<file path="src/rtl/sms_pkg.sv">
package sms_pkg;

  typedef enum logic [2:0] {
    PH_IDLE  = 3'd0,
    PH_SETUP = 3'd1,
    PH_HOLD  = 3'd2,
    PH_DATA  = 3'd3,
    PH_DONE  = 3'd4
  } phase_e;

  localparam logic [1:0] MODE_HOLD_CODE = 2'd3;

  function automatic logic phase_active(input phase_e p);
    return (p == PH_SETUP) || (p == PH_HOLD) || (p == PH_DATA);
  endfunction

endpackage

</file>
<file path="src/rtl/sms_cfg_resolve.sv">
module sms_cfg_resolve #(
  parameter int SETUP_W = 4,
  parameter int HOLD_W  = 4,
  parameter int DATA_W  = 8,
  parameter int CW      = 8
) (
  input  logic [SETUP_W-1:0] cfg_setup,
  input  logic [HOLD_W-1:0]  cfg_hold,
  input  logic [DATA_W-1:0]  cfg_data,
  input  logic               cfg_mux,
  input  logic               cfg_ext,
  input  logic [1:0]         cfg_mode,
  output logic [CW-1:0]      setup_len,
  output logic [CW-1:0]      hold_len,
  output logic [CW-1:0]      data_len,
  output logic               setup_skip,
  output logic               hold_en
);
  import sms_pkg::*;

  logic [CW-1:0] setup_raw, hold_raw, data_raw;

  assign setup_raw = CW'(cfg_setup);
  assign hold_raw  = CW'(cfg_hold);
  assign data_raw  = CW'(cfg_data);

  // Multiplexed bus needs at least one setup cycle to latch the address.
  always_comb begin
    if (cfg_mux && (setup_raw == '0)) setup_len = CW'(1);
    else                              setup_len = setup_raw;
  end

  assign setup_skip = (setup_len == '0);

  // Reserved zero encodings fall back to the shortest legal phase.
  assign hold_len = (hold_raw == '0) ? CW'(1) : hold_raw;
  assign data_len = (data_raw == '0) ? CW'(1) : data_raw;

  // Mode select counts only when the extended-timing enable is set.
  assign hold_en = cfg_mux || (cfg_ext && (cfg_mode == MODE_HOLD_CODE));

  always_comb begin
    assert (data_len != '0) else $error("p_data_nonzero_r6");
    assert (!(cfg_mux && setup_skip)) else $error("p_mux_setup_min_r4");
  end

endmodule

</file>
<file path="src/rtl/sms_phase_timer.sv">
module sms_phase_timer #(
  parameter int CW = 8
) (
  input  logic          clk,
  input  logic          rst,
  input  logic          load,
  input  logic [CW-1:0] load_len,
  output logic          last
);

  logic [CW-1:0] cnt_q;

  always_ff @(posedge clk) begin
    if (rst) begin
      cnt_q <= '0;
    end else if (load) begin
      cnt_q <= load_len - CW'(1);
    end else if (cnt_q != '0) begin
      cnt_q <= cnt_q - CW'(1);
    end
  end

  assign last = (cnt_q == '0);

  always_comb begin
    if (load) assert (load_len != '0) else $error("p_no_zero_load_r6");
  end

endmodule

</file>
<file path="src/rtl/sms_bus_drive.sv">
module sms_bus_drive #(
  parameter int AW = 20,
  parameter int DW = 16
) (
  input  logic           clk,
  input  logic           rst,
  input  sms_pkg::phase_e nxt_phase,
  input  logic           mux,
  input  logic [AW-1:0]  addr,
  input  logic [DW-1:0]  data,
  output logic           ce_n,
  output logic           we_n,
  output logic           adv_n,
  output logic           bus_oe,
  output logic [DW-1:0]  bus,
  output logic [AW-1:0]  addr_out,
  output logic           done,
  output logic           ready
);
  import sms_pkg::*;

  logic [DW-1:0] addr_on_bus;

  generate
    if (AW >= DW) begin : g_addr_trunc
      assign addr_on_bus = addr[DW-1:0];
    end else begin : g_addr_ext
      assign addr_on_bus = {{(DW-AW){1'b0}}, addr};
    end
  endgenerate

  logic active;
  assign active = phase_active(nxt_phase);

  always_ff @(posedge clk) begin
    if (rst) begin
      ce_n     <= 1'b1;
      we_n     <= 1'b1;
      adv_n    <= 1'b1;
      bus_oe   <= 1'b0;
      bus      <= '0;
      addr_out <= '0;
      done     <= 1'b0;
      ready    <= 1'b1;
    end else begin
      ce_n     <= !active;
      we_n     <= (nxt_phase != PH_DATA);
      adv_n    <= !(mux && (nxt_phase == PH_SETUP));
      bus_oe   <= active;
      addr_out <= active ? addr : '0;
      if (!active)                           bus <= '0;
      else if (mux && (nxt_phase != PH_DATA)) bus <= addr_on_bus;
      else                                   bus <= data;
      done     <= (nxt_phase == PH_DONE);
      ready    <= (nxt_phase == PH_IDLE);
    end
  end

  p_we_inside_ce_r8: assert property (@(posedge clk) disable iff (rst)
    !we_n |-> !ce_n);
  p_adv_not_with_we_r4: assert property (@(posedge clk) disable iff (rst)
    !adv_n |-> (we_n && !ce_n));
  p_done_on_release_r9: assert property (@(posedge clk) disable iff (rst)
    $rose(ce_n) |-> done);
  p_done_single_r9: assert property (@(posedge clk) disable iff (rst)
    done |=> (!done && ready));
  p_ready_when_idle_r2: assert property (@(posedge clk) disable iff (rst)
    ready |-> (ce_n && !bus_oe));

endmodule

</file>
<file path="src/rtl/sms_write_seq.sv">
module sms_write_seq #(
  parameter int AW      = 20,
  parameter int DW      = 16,
  parameter int SETUP_W = 4,
  parameter int HOLD_W  = 4,
  parameter int DATA_W  = 8
) (
  input  logic               clk,
  input  logic               rst,
  input  logic               req_valid,
  output logic               req_ready,
  input  logic [AW-1:0]      req_addr,
  input  logic [DW-1:0]      req_data,
  input  logic [SETUP_W-1:0] cfg_setup,
  input  logic [HOLD_W-1:0]  cfg_hold,
  input  logic [DATA_W-1:0]  cfg_data,
  input  logic               cfg_mux,
  input  logic               cfg_ext,
  input  logic [1:0]         cfg_mode,
  output logic               mem_ce_n,
  output logic               mem_we_n,
  output logic               mem_adv_n,
  output logic               mem_bus_oe,
  output logic [DW-1:0]      mem_bus,
  output logic [AW-1:0]      mem_addr,
  output logic               wr_done
);
  import sms_pkg::*;

  localparam int MAXW_SH = (SETUP_W > HOLD_W) ? SETUP_W : HOLD_W;
  localparam int CW      = (DATA_W > MAXW_SH) ? DATA_W : MAXW_SH;

  phase_e        ph_q, ph_nxt;
  logic [CW-1:0] setup_len, hold_len, data_len, ld_len;
  logic          setup_skip, hold_en, ld, t_last, accept;
  logic [AW-1:0] addr_q, addr_sel;
  logic [DW-1:0] data_q, data_sel;
  logic          mux_q, mux_sel;

  sms_cfg_resolve #(
    .SETUP_W(SETUP_W), .HOLD_W(HOLD_W), .DATA_W(DATA_W), .CW(CW)
  ) u_cfg (
    .cfg_setup (cfg_setup),
    .cfg_hold  (cfg_hold),
    .cfg_data  (cfg_data),
    .cfg_mux   (cfg_mux),
    .cfg_ext   (cfg_ext),
    .cfg_mode  (cfg_mode),
    .setup_len (setup_len),
    .hold_len  (hold_len),
    .data_len  (data_len),
    .setup_skip(setup_skip),
    .hold_en   (hold_en)
  );

  sms_phase_timer #(.CW(CW)) u_timer (
    .clk     (clk),
    .rst     (rst),
    .load    (ld),
    .load_len(ld_len),
    .last    (t_last)
  );

  assign accept = (ph_q == PH_IDLE) && req_valid;

  always_comb begin
    ph_nxt = ph_q;
    ld     = 1'b0;
    ld_len = '0;
    unique case (ph_q)
      PH_IDLE: begin
        if (req_valid) begin
          ld = 1'b1;
          if (!setup_skip) begin
            ph_nxt = PH_SETUP; ld_len = setup_len;
          end else if (hold_en) begin
            ph_nxt = PH_HOLD;  ld_len = hold_len;
          end else begin
            ph_nxt = PH_DATA;  ld_len = data_len;
          end
        end
      end
      PH_SETUP: begin
        if (t_last) begin
          ld = 1'b1;
          if (hold_en) begin
            ph_nxt = PH_HOLD; ld_len = hold_len;
          end else begin
            ph_nxt = PH_DATA; ld_len = data_len;
          end
        end
      end
      PH_HOLD: begin
        if (t_last) begin
          ld = 1'b1; ph_nxt = PH_DATA; ld_len = data_len;
        end
      end
      PH_DATA: begin
        if (t_last) ph_nxt = PH_DONE;
      end
      PH_DONE:  ph_nxt = PH_IDLE;
      default:  ph_nxt = PH_IDLE;
    endcase
  end

  always_ff @(posedge clk) begin
    if (rst) begin
      ph_q   <= PH_IDLE;
      addr_q <= '0;
      data_q <= '0;
      mux_q  <= 1'b0;
    end else begin
      ph_q <= ph_nxt;
      if (accept) begin
        addr_q <= req_addr;
        data_q <= req_data;
        mux_q  <= cfg_mux;
      end
    end
  end

  assign addr_sel = accept ? req_addr : addr_q;
  assign data_sel = accept ? req_data : data_q;
  assign mux_sel  = accept ? cfg_mux  : mux_q;

  sms_bus_drive #(.AW(AW), .DW(DW)) u_drive (
    .clk      (clk),
    .rst      (rst),
    .nxt_phase(ph_nxt),
    .mux      (mux_sel),
    .addr     (addr_sel),
    .data     (data_sel),
    .ce_n     (mem_ce_n),
    .we_n     (mem_we_n),
    .adv_n    (mem_adv_n),
    .bus_oe   (mem_bus_oe),
    .bus      (mem_bus),
    .addr_out (mem_addr),
    .done     (wr_done),
    .ready    (req_ready)
  );

  p_order_hold_r8: assert property (@(posedge clk) disable iff (rst)
    (ph_q == PH_HOLD) |=> (ph_q == PH_HOLD) || (ph_q == PH_DATA));
  p_order_data_r8: assert property (@(posedge clk) disable iff (rst)
    (ph_q == PH_DATA) |=> (ph_q == PH_DATA) || (ph_q == PH_DONE));
  p_take_only_idle_r2: assert property (@(posedge clk) disable iff (rst)
    (ph_q == PH_IDLE && req_valid) |=> !mem_ce_n);
  p_hold_gated_r5: assert property (@(posedge clk) disable iff (rst)
    (ph_q == PH_HOLD) |-> hold_en);

endmodule

</file>
<file path="config.mk">
export PLATFORM = sky130hd
export DESIGN_NAME = sms_write_seq
export DESIGN_NICKNAME = d
export VERILOG_FILES = /design/src/rtl/sms_pkg.sv /design/src/rtl/sms_cfg_resolve.sv /design/src/rtl/sms_phase_timer.sv /design/src/rtl/sms_bus_drive.sv /design/src/rtl/sms_write_seq.sv
export SDC_FILE = /design/constraint.sdc
export NUM_CORES = 1
export LEC_CHECK = 0
export ABC_CLOCK_PERIOD_IN_PS = 2900
export BUFFER_PORTS_ARGS = -buffer_cell sky130_fd_sc_hd__clkbuf_2
export CORE_ASPECT_RATIO = 2
export CORE_UTILIZATION = 46
export DETAILED_ROUTE_END_ITERATION = 7
export PLACE_DENSITY = 0.78
export SLEW_MARGIN = 20
export SYNTH_ARGS = -nofsm -noshare
export SYNTH_HDL_FRONTEND = slang
export SYNTH_SLANG_ARGS = --single-unit
</file>
<file path="constraint.sdc">
create_clock -name clk -period 2.9 [get_ports clk]
set_input_delay 0.435 -clock clk [delete_from_list [all_inputs] [get_ports clk]]
set_output_delay 0.435 -clock clk [all_outputs]
set_load 0.01 [all_outputs]
</file>
-- Word level (Yosys, flattened, before mapping)
Cells that the tools add are included.
- $add $sub $neg: 2
- equality and inequality tests: 9
- muxes and demuxes: 25
- bitwise operators: 1
- reductions and logical operators: 21
- operators with widths (cell ; number):
    two-way mux 8 bit ; 8
    zero test 8 bit ; 5
    two-way mux 16 bit ; 2
    one-hot mux 8 bit (3 select lines) ; 1
    two-way mux 20 bit ; 1
    subtractor 8 x 1 -> 8 bit, second input constant ; 2
    equality test 3 x 2 -> 1 bit, second input constant ; 4
    two-way mux 3 bit ; 4
    one-hot mux 3 bit (4 select lines) ; 1
    two-way mux 4 bit ; 2
    nonzero test 8 bit ; 1
    equality test 3 x 1 -> 1 bit, second input constant ; 2
    zero test 3 bit ; 2
    logical AND 1 bit ; 5
    two-way mux 1 bit ; 4
    OR reduction 2 bit ; 2
    equality test 3 bit, second input constant ; 1
    logical OR 1 bit ; 3
    inequality test 3 x 2 -> 1 bit, second input constant ; 1
    equality test 2 bit, second input constant ; 1
    zero test 1 bit ; 2
    two-way mux 2 bit ; 1
    one-hot mux 1 bit (2 select lines) ; 1
    nonzero test 2 bit ; 1
    NOT 1 bit ; 1
- flip-flop bits (word level): 90
- word-level logic and storage cells: 71

-- Longest topological paths before layout
Gate-level depths: netlist of run 1.
- depth in word-level cells: 12
- depth in mapped cells: 11
- gate-level depth less buffers: 9

-- Cells and area by module
Synthesis of run 1 repeated with hierarchy kept, for this count alone.
- cell total of the unflattened synthesis: 381
- area, all modules: 4155.2 um^2
- modules (own cells, without submodules) (module ; instances ; cells each ; area each (um^2) ; sequential area each (um^2)):
    sms_write_seq ; 1 ; 182 ; 2021.9 ; 800.8
    sms_bus_drive ; 1 ; 113 ; 1445.1 ; 840.8
    sms_phase_timer ; 1 ; 55 ; 500.5 ; 160.2
    sms_cfg_resolve ; 1 ; 31 ; 187.7 ; 0.0

-- Least setup slack after synthesis of run 1
Ideal clock, no wire load.
- path kind: register -> register
- from: reg ph_q[2]
- to: reg u_timer.cnt_q[6]
- library setup time: 123 ps
- arrival: 2192 ps
- data required time: 2777 ps
- path slack: 586 ps
- cell stages (with the launch flop): 12
- buffers on the path: 2
- clock period less this slack: 2314 ps
- cells stage by stage: dfxtp_1 buf_2 nor4b_1 buf_2 mux2_1 a31o_1 a41oi_1 and2_1 ha_1 nand2_1 nor3_1 nor3_1
- cells in the longest elaborated chain, start to end: 4
- elaborated cells between the ends (all ways): 9
- classes of those cells: 1 x add/sub; 2 x eq/ne; 3 x mux; 3 x reduce/logical
- ends and longest elaborated chain (item ; line ; RTL):
    from (decl) ; sms_write_seq.sv:33 ; phase_e ph_q, ph_nxt;
    from (signal assigned) ; sms_write_seq.sv:113 ; ph_q <= ph_nxt;
    equality test 3 x 2 -> 1 bit, or another cell as far along ; sms_write_seq.sv:70 ; unique case (ph_q)
    one-hot mux 8 bit (3 select lines) / OR reduction 2 bit (equally long branches) ; -- ;
    subtractor 8 x 1 -> 8 bit / one-hot mux 1 bit (2 select lines) (equally long branches) ; sms_phase_timer.sv:17, sms_write_seq.sv:70 ;
    two-way mux 8 bit / nonzero test 2 bit (equally long branches) ; -- ;
    to (signal assigned) ; sms_phase_timer.sv:17 ; cnt_q <= load_len - CW'(1);
    to (signal assigned) ; sms_phase_timer.sv:19 ; cnt_q <= cnt_q - CW'(1);
    to (decl) ; sms_phase_timer.sv:11 ; logic [CW-1:0] cnt_q;
Parallel ways exist; a longest one is shown, timed or not.
A chain may end at the register's enable or synchronous reset.

-- Final worst setup path of run 1
- from: reg u_timer.cnt_q[2]
- to: reg u_timer.cnt_q[4]
- cells in the longest elaborated chain, start to end: 5
- elaborated cells between the ends (all ways): 12
- classes of those cells: 2 x add/sub; 7 x mux; 3 x reduce/logical
- ends and longest elaborated chain (item ; line ; RTL):
    zero test 8 bit ; sms_phase_timer.sv:23 ; assign last = (cnt_q == '0);
    two-way mux 8 bit, on equally long branches ; sms_write_seq.sv:94, sms_write_seq.sv:84 ;
    one-hot mux 8 bit (3 select lines) ; sms_write_seq.sv:70 ;
    subtractor 8 x 1 -> 8 bit ; sms_phase_timer.sv:17 ;
    two-way mux 8 bit ; sms_phase_timer.sv:16 ; end else if (load) begin
Parallel ways exist; a longest one is shown, timed or not. The select of a mux whose other input is x is not followed.

==> out/qor.yml, run 1 <==
areaGrowthSynthToFinish_pct: 24.2
netlist-cell-type-count: 50
comb_power_share: 0.365
ant_nets: 0
startpoint_type: "flip-flop"
power_density_nw_per_um2: 992
cp-end-kind: "flip-flop"
gp_congestion: 0.975
wire_per_inst_um: 16.7
drt_iter0_drc: 176
ys_seq_elements: 90
worst_pin_slew_ns: 0.854
layout_commonest_cell: "clkbuf_2"
worstPathMaxFanout: 6
crit_type: "reg -> reg"
crit_chain: "nor4_4 > nand3_1 > a2111oi_4 > nand2_1 > and2_1 > ha_1 > nand3_1 > xnor2_1 > nor2_1"
cts_root_buf: "clkbuf_16"
critPathSlowestCell: "a2111oi_4"
swShare: 0.341
ios: 101
setup_viol: 0
synthTopCellsByArea: "dfxtp_1 49%, nor2_1 6.9%, mux2i_1 6.6%, mux2_2 4.6%, maj3_1 3.8%"
slowest_delay_ns: 0.48
ctsHoldBuffers: 0
numCtsBuffers: 9
drc_errors: 0
rsz0062_at_grt: "no"
drt-vias-per-instance: 5.31
reg2reg_to: "u_timer.cnt_q[4]"
core_um2: 7660
rrSetupSlack_ns: 0.24
netlist_instances: 379
p_sw_mw: 1.54
hpwl_um: 7140
ff2ff_path_depth: 9
ys_seq_area_frac: 0.492
crit_path_frequent_cell: "nand3_1"
clk_latency_ns: 0.33
async_reset_ff_frac: 0
netlist_area_um2: 3660
grt_max_degree: 54
setup.worst_path.start: "u_timer.cnt_q[2]"
syn-mean-instance-area_um2: 9.65
cap_violations: 0
fillers: 705
fp.dieW_um: 65.1
finalHoldViolations: 0
whs_ns: 0.358
synth_flop_cell: "dfxtp_1"
grt_first_pass_wirelength_um: 15000
r2r_start: "u_timer.cnt_q[2]"
dieArea_um2: 8340
cp_top_family: "simple AND/OR/NAND/NOR gates"
yosys.area.top_type: "dfxtp_1"
yosys_warnings: 0
clockPowerShare: 0.270
hold_path.class: "in -> reg"
netlist.area_leader.share: 0.492
cts.reportedPaths.clkPinSlew_ns: 0.06
layout.nets: 534
final_area_um2: 4540
placed_area_um2: 4230
power_frac_seq: 0.364
grt_overflow: 0
row_count: 45
synth_edf_count: 0
start_util: 0.478
htree_levels: 3
intPower_mw: 2.97
period_share: 0.916
syn-num-nets: 439
cp.arrival_ns: 2.88
fin_skew_ns: 0.00601
n_antenna_cell: 0
path_depth: 9
timing.fmax_mhz: 376
cp_num_buf_inv: 0
io_buffer_count: 100
die_h_um: 128
setup_ws_ns: 0.242
vias: 3041
track_usage: 0.241
post-route-min-period_ns: 2.66
mostFrequentLayoutCells: "100 x clkbuf_2, 90 x dfxtp_1, 67 x nor2_1"
cts_num_sinks: 90
post-place-ws_ns: 0.230
drive_gt1_frac: 0.309
drt-pass1-iter-count: 4
cts_tree: "done"
vdd_drop_max_mv: 0.713
worstPathRequired_ns: 3.12
outcome: "complete, no violations"
cts-resized-gates: 0
maxSlewHeadroom: 0.431
routed_wirelength_um: 9550
antenna_found_initial: 0
cp-endpoint: "u_timer.cnt_q[4]"
leakagePower_nw: 1.99
utilization: 0.593
grt_pass1_vias: 3114
cts.path.max_buffers: 2
finalMaxSlewViolations: 0
post_cts_buffers: 0
fin_tns_setup_ns: 0
[worst min-delay path: stages]
cell and delay [ns]:
clkbuf_2 0.07, mux2i_1 0.07, nor2_1 0.08
[cell type report]
cell class | instances | area, um^2 | share of cell area
well taps | 94 | 118 | 0.0259
flip-flops and latches | 90 | 1800 | 0.396
repair buffers | 107 | 566 | 0.124
clock inverters | 6 | 80.1 | 0.0176
multi-input cells | 263 | 1730 | 0.381
clock buffers | 10 | 239 | 0.0526
inverters | 3 | 11.3 | 0.00248
[worst min path at each step]
| stage | from | endpoint | slack (ns) | depth (start not counted) |
|---|---|---|---|---|
| floorplan | data_q[0] | data_q[0] | 0.45 | 2 |
| CTS | req_addr[17] | u_drive.addr_out[17] | 0.35 | 3 |
| global route | req_addr[19] | u_drive.addr_out[19] | 0.38 | 3 |
| finish | req_addr[17] | u_drive.addr_out[17] | 0.36 | 3 |
| detailed placement | addr_q[17] | u_drive.addr_out[17] | 0.48 | 2 |
| global placement | data_q[0] | data_q[0] | 0.46 | 2 |
[cells in the mapped netlist (3+ instances only)]
master     n
nand3_1    6
buf_2     14
a21oi_1    6
mux2_2    15
a311oi_1   3
nor3_1    13
nor2b_1   21
a211oi_1   4
o21a_1     3
maj3_1    14
nor2_1    67
clkbuf_1   6
a22oi_1    3
o21ai_1   14
and2_1     3
nand2_1   27
dfxtp_1   90
mux2i_1   24
[per-layer routing]
| layer | share of wire | vias up | track usage |
|---|---|---|---|
| li1 | - | 1487 | - |
| met1 | 0.35 | 1422 | 0.235 |
| met2 | 0.57 | 102 | 0.453 |
| met3 | 0.042 | 30 | 0.0445 |
| met4 | 0.039 | 0 | 0.141 |
| met5 | 0 | - | 0 |
[stage by stage]
step	total power [mW]	instances
2_1_floorplan	2.82	379
3_3_place_gp	3.26	557
3_5_place_dp	3.31	557
4_1_cts	4.53	573
5_1_grt	4.76	573
6_report	4.51	573
[logic make-up after synthesis]
group | share of synthesized area
AND/OR/NAND/NOR | 0.210
flip-flops | 0.492
AO/OA/AOI/OAI | 0.0971
multiplexers | 0.115
buffers and inverters | 0.0366
adder cells (fa/ha/maj) | 0.0417
XOR/XNOR | 0.00718
[registers in the layout, indices dropped and copies added (netlist names)]
signal,cells
u_drive.addr_out,20
u_drive.ce_n,1
u_drive.bus_oe,1
addr_q,20
ph_q,3
data_q,16
mux_q,1
u_drive.adv_n,1
u_timer.cnt_q,8
u_drive.done,1
u_drive.ready,1
u_drive.we_n,1
u_drive.bus,16
[power groups by stage]
stage	Sequential, mW	Clock [mW]	Combinational [mW]
2_1_floorplan	1.67	0	1.15
3_3_place_gp	1.66	0	1.61
3_5_place_dp	1.67	0	1.64
4_1_cts	1.64	1.24	1.65
5_1_grt	1.66	1.28	1.82
6_report	1.64	1.22	1.65
Power figures use the tool's default switching activity.
==> inputs of run 2 (changes only) <==
- CORE_UTILIZATION: 46 -> 35
- PLACE_DENSITY: 0.78 -> 0.63
- SETUP_SLACK_MARGIN: default -> 0.02
- TNS_END_PERCENT: default -> 20
==> run 2 against run 1 <==
  * Hold slack gained 0.0067 ns
  * Worst setup slack gained 0.069 ns
  * Largest power group unchanged
  * First-iteration DRC count shrank 33%
  * Wire length grew 7.5%
  * Die area grew 31%
  * Cell area grew 1.2%
  * Non-clock buffer count grew 5
  * Cell count grew 7.9%
  * Global-route usage shrank 3.8 points
  * Sequential share of layout area shrank 0.49 points
  * Fmax grew 2.7%
  * Clock power shrank 8%
==> out/qor.yml, run 2 (synthesis results as in run 1) <==
worstPathRequired_ns: 3.10  # -0.02 ns
whs_ns: 0.365  # +0.00668 ns
dieArea_um2: 10900  # +31%
grt_max_degree: 39  # -28%
worst_pin_slew_ns: 0.756  # -0.0975 ns
critPathSlowestCell: "dfxtp_1"
drive_gt1_frac: 0.311  # +0.00158
layout.nets: 539  # +0.94%
post-route-min-period_ns: 2.59  # -0.0686 ns
placed_area_um2: 4310  # +2.1%
post_cts_buffers: 0  # unchanged
clk_latency_ns: 0.33  # about the same
r2r_start: "ph_q[1]"
fin_skew_ns: 0.00462  # -0.00139 ns
htree_levels: 3  # unchanged
cap_violations: 0  # unchanged
ant_nets: 0  # unchanged
areaGrowthSynthToFinish_pct: 25.8
vdd_drop_max_mv: 0.423  # -41%
grt_pass1_vias: 3095  # -0.61%
setup_viol: 0  # unchanged
outcome: "complete, no violations"
utilization: 0.453  # -0.140
holdCritStartpoint: "req_addr[19]"
fp.dieW_um: 74.3  # +14%
vias: 3034  # -0.23%
ios: 101  # unchanged
core_um2: 10100  # +33%
n_antenna_cell: 0  # unchanged
gp_congestion: 1.01  # +3.2%
layout_commonest_cell: "clkbuf_2"
setup.worst_path.start: "ph_q[1]"
grt_overflow: 0  # unchanged
post-place-ws_ns: 0.265  # +0.0349 ns
die_h_um: 147  # +14%
cp-end-kind: "flip-flop"
start_util: 0.360  # -0.117
fin_tns_setup_ns: 0  # unchanged
cts.reportedPaths.clkPinSlew_ns: 0.06  # about the same
slowest_delay_ns: 0.45  # -0.03 ns
cts_root_buf: "clkbuf_16"
power_density_nw_per_um2: 966  # -2.6%
rsz0062_at_grt: "no"
crit_type: "reg -> reg"
finalMaxSlewViolations: 0  # unchanged
drc_errors: 0  # unchanged
mostFrequentLayoutCells: "100 x clkbuf_2, 90 x dfxtp_1, 67 x nor2_1"
worstPathMaxFanout: 23  # +17
track_usage: 0.204  # -0.0376
cts.path.max_buffers: 2  # unchanged
drt-pass1-iter-count: 4  # unchanged
cp.arrival_ns: 2.79  # -0.09 ns
setup_ws_ns: 0.311  # +0.0686 ns
largestRegisters: "addr_q x20, u_drive.addr_out x20"
grt_first_pass_wirelength_um: 16000  # +7.3%
final_area_um2: 4600  # +1.2%
hpwl_um: 7820  # +9.6%
hold_path.class: "in -> reg"
maxSlewHeadroom: 0.489  # +0.0583
antenna_found_initial: 0  # unchanged
period_share: 0.893  # -0.0237
wire_per_inst_um: 16.6  # -0.34%
ctsHoldBuffers: 0  # unchanged
drt-vias-per-instance: 4.91  # -7.5%
finalHoldViolations: 0  # unchanged
cts_tree: "done"
startpoint_type: "flip-flop"
cts-resized-gates: 0  # unchanged
row_count: 52  # +16%
cts_num_sinks: 90  # unchanged
drt_iter0_drc: 118  # -33%
crit_chain: "nor4b_2 > buf_12 > buf_4 > mux2i_1 > nand2_1 > maj3_1 > o21ai_1 > nor2_1"
routed_wirelength_um: 10300  # +7.5%
timing.fmax_mhz: 386  # +2.7%
io_buffer_count: 100  # unchanged
numCtsBuffers: 9  # unchanged
leakagePower_nw: 1.99  # +0.25%
-- run 2: cell types whose count changed in the layout (fill, tap and decap cells not counted), sizes merged --
cell and change:
clkbuf +2, buf +5, clkinv -2, bufinv -1
-- run 2: cell type report --
cell class	count	area (um^2)
flip-flops and latches	90	1800
multi-input cells	263	1730
clock inverters	3	40.0
fillers	1054	5550
inverters	3	11.3
well taps	135	169
clock buffers	12	246
repair buffers	112	603
-- run 2: metal layers --
layer  global-route usage  wire length, um  part of all wire  up-vias
li1                     -                -                 -     1502
met4               0.0991              374             0.036        0
met5                    0                0                 0        -
met2                0.374             5790              0.56       91
met3               0.0449              410             0.040       18
met1                0.207             3690              0.36     1423
-- run 2: per-stage QoR --
| stage | cells | power (mW) |
|---|---|---|
| 4_1_cts | 618 | 4.48 |
| 3_3_place_gp | 603 | 3.34 |
| 2_1_floorplan | 379 | 2.82 |
| 6_report | 618 | 4.44 |
| 5_1_grt | 618 | 4.73 |
| 3_5_place_dp | 603 | 3.34 |
-- run 2: worst paths after layout --
path	endpoint	slack (ns)	cells past startpoint
worst max-delay path	u_drive.bus[8]	0.31	8
worst min-delay path	addr_q[19]	0.37	3
worst max register to register	u_drive.bus[8]	0.31	8
worst min register to register	addr_q[19]	0.48	2
-- run 2: critical path: cells and delay by family (launching register included) --
kind / cells / cell delay, ns
AND/OR/NAND/NOR: 3 / 0.62
multiplexers: 1 / 0.39
adder cells (fa/ha/maj): 1 / 0.36
flip-flops: 1 / 0.45
AO/OA/AOI/OAI: 1 / 0.11
buffers and inverters: 2 / 0.51
-- run 2: where the power goes --
part / switching [mW] / total, mW / internal, mW
clock network: 0.441 / 1.12 / 0.684
logic: 0.964 / 1.69 / 0.722
registers: 0.141 / 1.63 / 1.49
total: 1.55 / 4.44 / 2.90
==> inputs of run 3 (changes only) <==
- BUFFER_PORTS_ARGS: -buffer_cell sky130_fd_sc_hd__clkbuf_2 -> -buffer_cell sky130_fd_sc_hd__buf_2
- TNS_END_PERCENT: 20 -> 1
==> run 3 against run 2 <==
  * Largest cell class unchanged
  * Sequential cell count stayed put
  * Fmax is 1.2% lower
  * Combinational power is 2% lower
  * Critical endpoint is now u_timer.cnt_q[4]
  * Global-route usage is 1.8 points lower
  * Core utilization hardly changed
==> out/qor.yml, run 3 (synthesis results as in run 1) <==
core_um2: 10100  # unchanged
worstPathMaxFanout: 8  # -65%
cts.path.max_buffers: 2  # unchanged
holdCritStartpoint: "req_addr[19]"
worst_pin_slew_ns: 0.794  # +0.0374 ns
period_share: 0.904  # +0.0107
layout.nets: 535  # -0.74%
setup_viol: 0  # unchanged
leakagePower_nw: 2.00  # +0.19%
crit_chain: "nor4b_2 > mux2_1 > a31o_1 > a41oi_1 > and2_1 > ha_1 > nand3_1 > xnor2_1 > nor2_1"
finalHoldViolations: 0  # unchanged
layout_commonest_cell: "buf_2"
hpwl_um: 7470  # -4.4%
final_area_um2: 4600  # about the same
startpoint_type: "flip-flop"
setup.worst_path.start: "ph_q[2]"
worstPathRequired_ns: 3.12  # +0.02 ns
timing.fmax_mhz: 382  # -1.2%
gp_congestion: 0.874  # -13%
power_density_nw_per_um2: 981  # +1.5%
cts_num_sinks: 90  # unchanged
fin_skew_ns: 0.00656  # +0.00193 ns
maxSlewHeadroom: 0.464  # -0.0253
mostFrequentLayoutCells: "100 x buf_2, 90 x dfxtp_1, 67 x nor2_1"
ff2ff_path_depth: 9  # +1
htree_levels: 3  # unchanged
wire_per_inst_um: 16.0  # -3.7%
grt_overflow: 0  # unchanged
seq_area_um2: 1800  # unchanged
placed_area_um2: 4280  # -0.70%
post-route-min-period_ns: 2.62  # +0.0310 ns
use_met2: 0.354  # -0.0200
cts_root_buf: "clkbuf_16"
ios: 101  # unchanged
outcome: "complete, no violations"
rsz0062_at_grt: "no"
drt-pass1-iter-count: 4  # unchanged
vdd_drop_max_mv: 0.413  # -2.2%
rrSetupSlack_ns: 0.28  # -0.03 ns
start_util: 0.360  # unchanged
numCtsBuffers: 9  # unchanged
hold_path.class: "in -> reg"
drive_gt1_frac: 0.308  # -0.00223
hold_end: "u_drive.addr_out[19]"
track_usage: 0.186  # -0.0178
finalMaxSlewViolations: 0  # unchanged
fin_tns_setup_ns: 0  # unchanged
critPathSlowestCell: "nor4b_2"
antenna_found_initial: 0  # unchanged
ant_nets: 0  # unchanged
grt_pass1_vias: 2953  # -4.6%
slowest_delay_ns: 0.52  # +0.07 ns
vias: 3017  # -0.56%
multi_input_area_um2: 1730  # unchanged
cts_tree: "done"
r2r_start: "ph_q[2]"
fp.dieW_um: 74.3  # unchanged
cap_violations: 0  # unchanged
largestRegisters: "addr_q x20, u_drive.addr_out x20"
cts-resized-gates: 0  # unchanged
n_antenna_cell: 0  # unchanged
cp.arrival_ns: 2.84  # +0.05 ns
row_count: 52  # unchanged
post_cts_buffers: 0  # unchanged
crit_type: "reg -> reg"
met3_usage: 0.0352  # -0.00966
cp-end-kind: "flip-flop"
drc_errors: 0  # unchanged
grt_first_pass_wirelength_um: 14600  # -8.9%
reg2reg_to: "u_timer.cnt_q[4]"
dieArea_um2: 10900  # unchanged
areaGrowthSynthToFinish_pct: 25.9  # about the same
clk_latency_ns: 0.34  # about the same
die_h_um: 147  # unchanged
drt-vias-per-instance: 4.91  # about the same
hold_path_depth: 3  # unchanged
routed_wirelength_um: 9840  # -4.2%
drt_iter0_drc: 92  # -22%
power_mw: 4.52  # +1.6%
cts.reportedPaths.clkPinSlew_ns: 0.06  # about the same
met1_usage: 0.174  # -0.0327
busiest_layer: "met2"
fillers: 1034  # -1.9%
setup_ws_ns: 0.280  # -0.0310 ns
post-place-ws_ns: 0.274  # +0.00912 ns
io_buffer_count: 100  # unchanged
ctsHoldBuffers: 0  # unchanged
grt_max_degree: 54  # +38%
==> run 3: cell types whose count changed in the layout (fill, tap and decap cells not counted), sizes merged <==
| cell | previous run | this run |
|---|---|---|
| bufinv | 1 | 2 |
| buf | 12 | 108 |
| clkbuf | 112 | 11 |
| clkinvlp | 0 | 1 |
==> run 3: layer usage <==
layer	part of all wire	routed length, um
met5	0	0
met4	0.034	337
met3	0.035	349
met2	0.57	5580
met1	0.36	3570
==> run 3: power by group <==
group	total, mW	internal (mW)	switching (mW)
clock	1.23	0.775	0.454
combinational	1.65	0.709	0.944
sequential	1.63	1.49	0.141
total	4.52	2.98	1.54
==> run 3: how the worst max path moves through the flow <==
| stage | to |
|---|---|
| finish | u_timer.cnt_q[4] |
| global route | u_timer.cnt_q[4] |
| floorplan | u_timer.cnt_q[4] |
| detailed placement | u_timer.cnt_q[4] |
| global placement | u_timer.cnt_q[4] |
| CTS | u_timer.cnt_q[4] |
==> run 3: critical path, delay by kind of cell (launching register included) <==
kind | cells | cell delay [ns]
AOI/OAI and AO/OA | 2 | 0.42
xor gates and xnor gates | 1 | 0.19
adders and majority gates | 1 | 0.21
DFF | 1 | 0.43
muxes | 1 | 0.37
and+or+nand+nor | 4 | 0.87
==> run 3: stage by stage <==
| stage | util | cells | hold slack (ns) |
|---|---|---|---|
| 3_3_place_gp | 0.422 | 599 | 0.468 |
| 6_report | 0.454 | 615 | 0.359 |
| 2_1_floorplan | - | 379 | 0.449 |
| 3_5_place_dp | 0.422 | 599 | 0.481 |
| 5_1_grt | 0.454 | 615 | 0.383 |
| 4_1_cts | 0.454 | 615 | 0.354 |
==> run 3: cell type report <==
cell class	count	share of cell area
Multi-Input combinational cell	263	0.376
Clock buffer	11	0.0527
Clock inverter	5	0.0168
Sequential cell	90	0.391
Inverter	3	0.00245
Timing Repair Buffer	108	0.124
Tap cell	135	0.0367
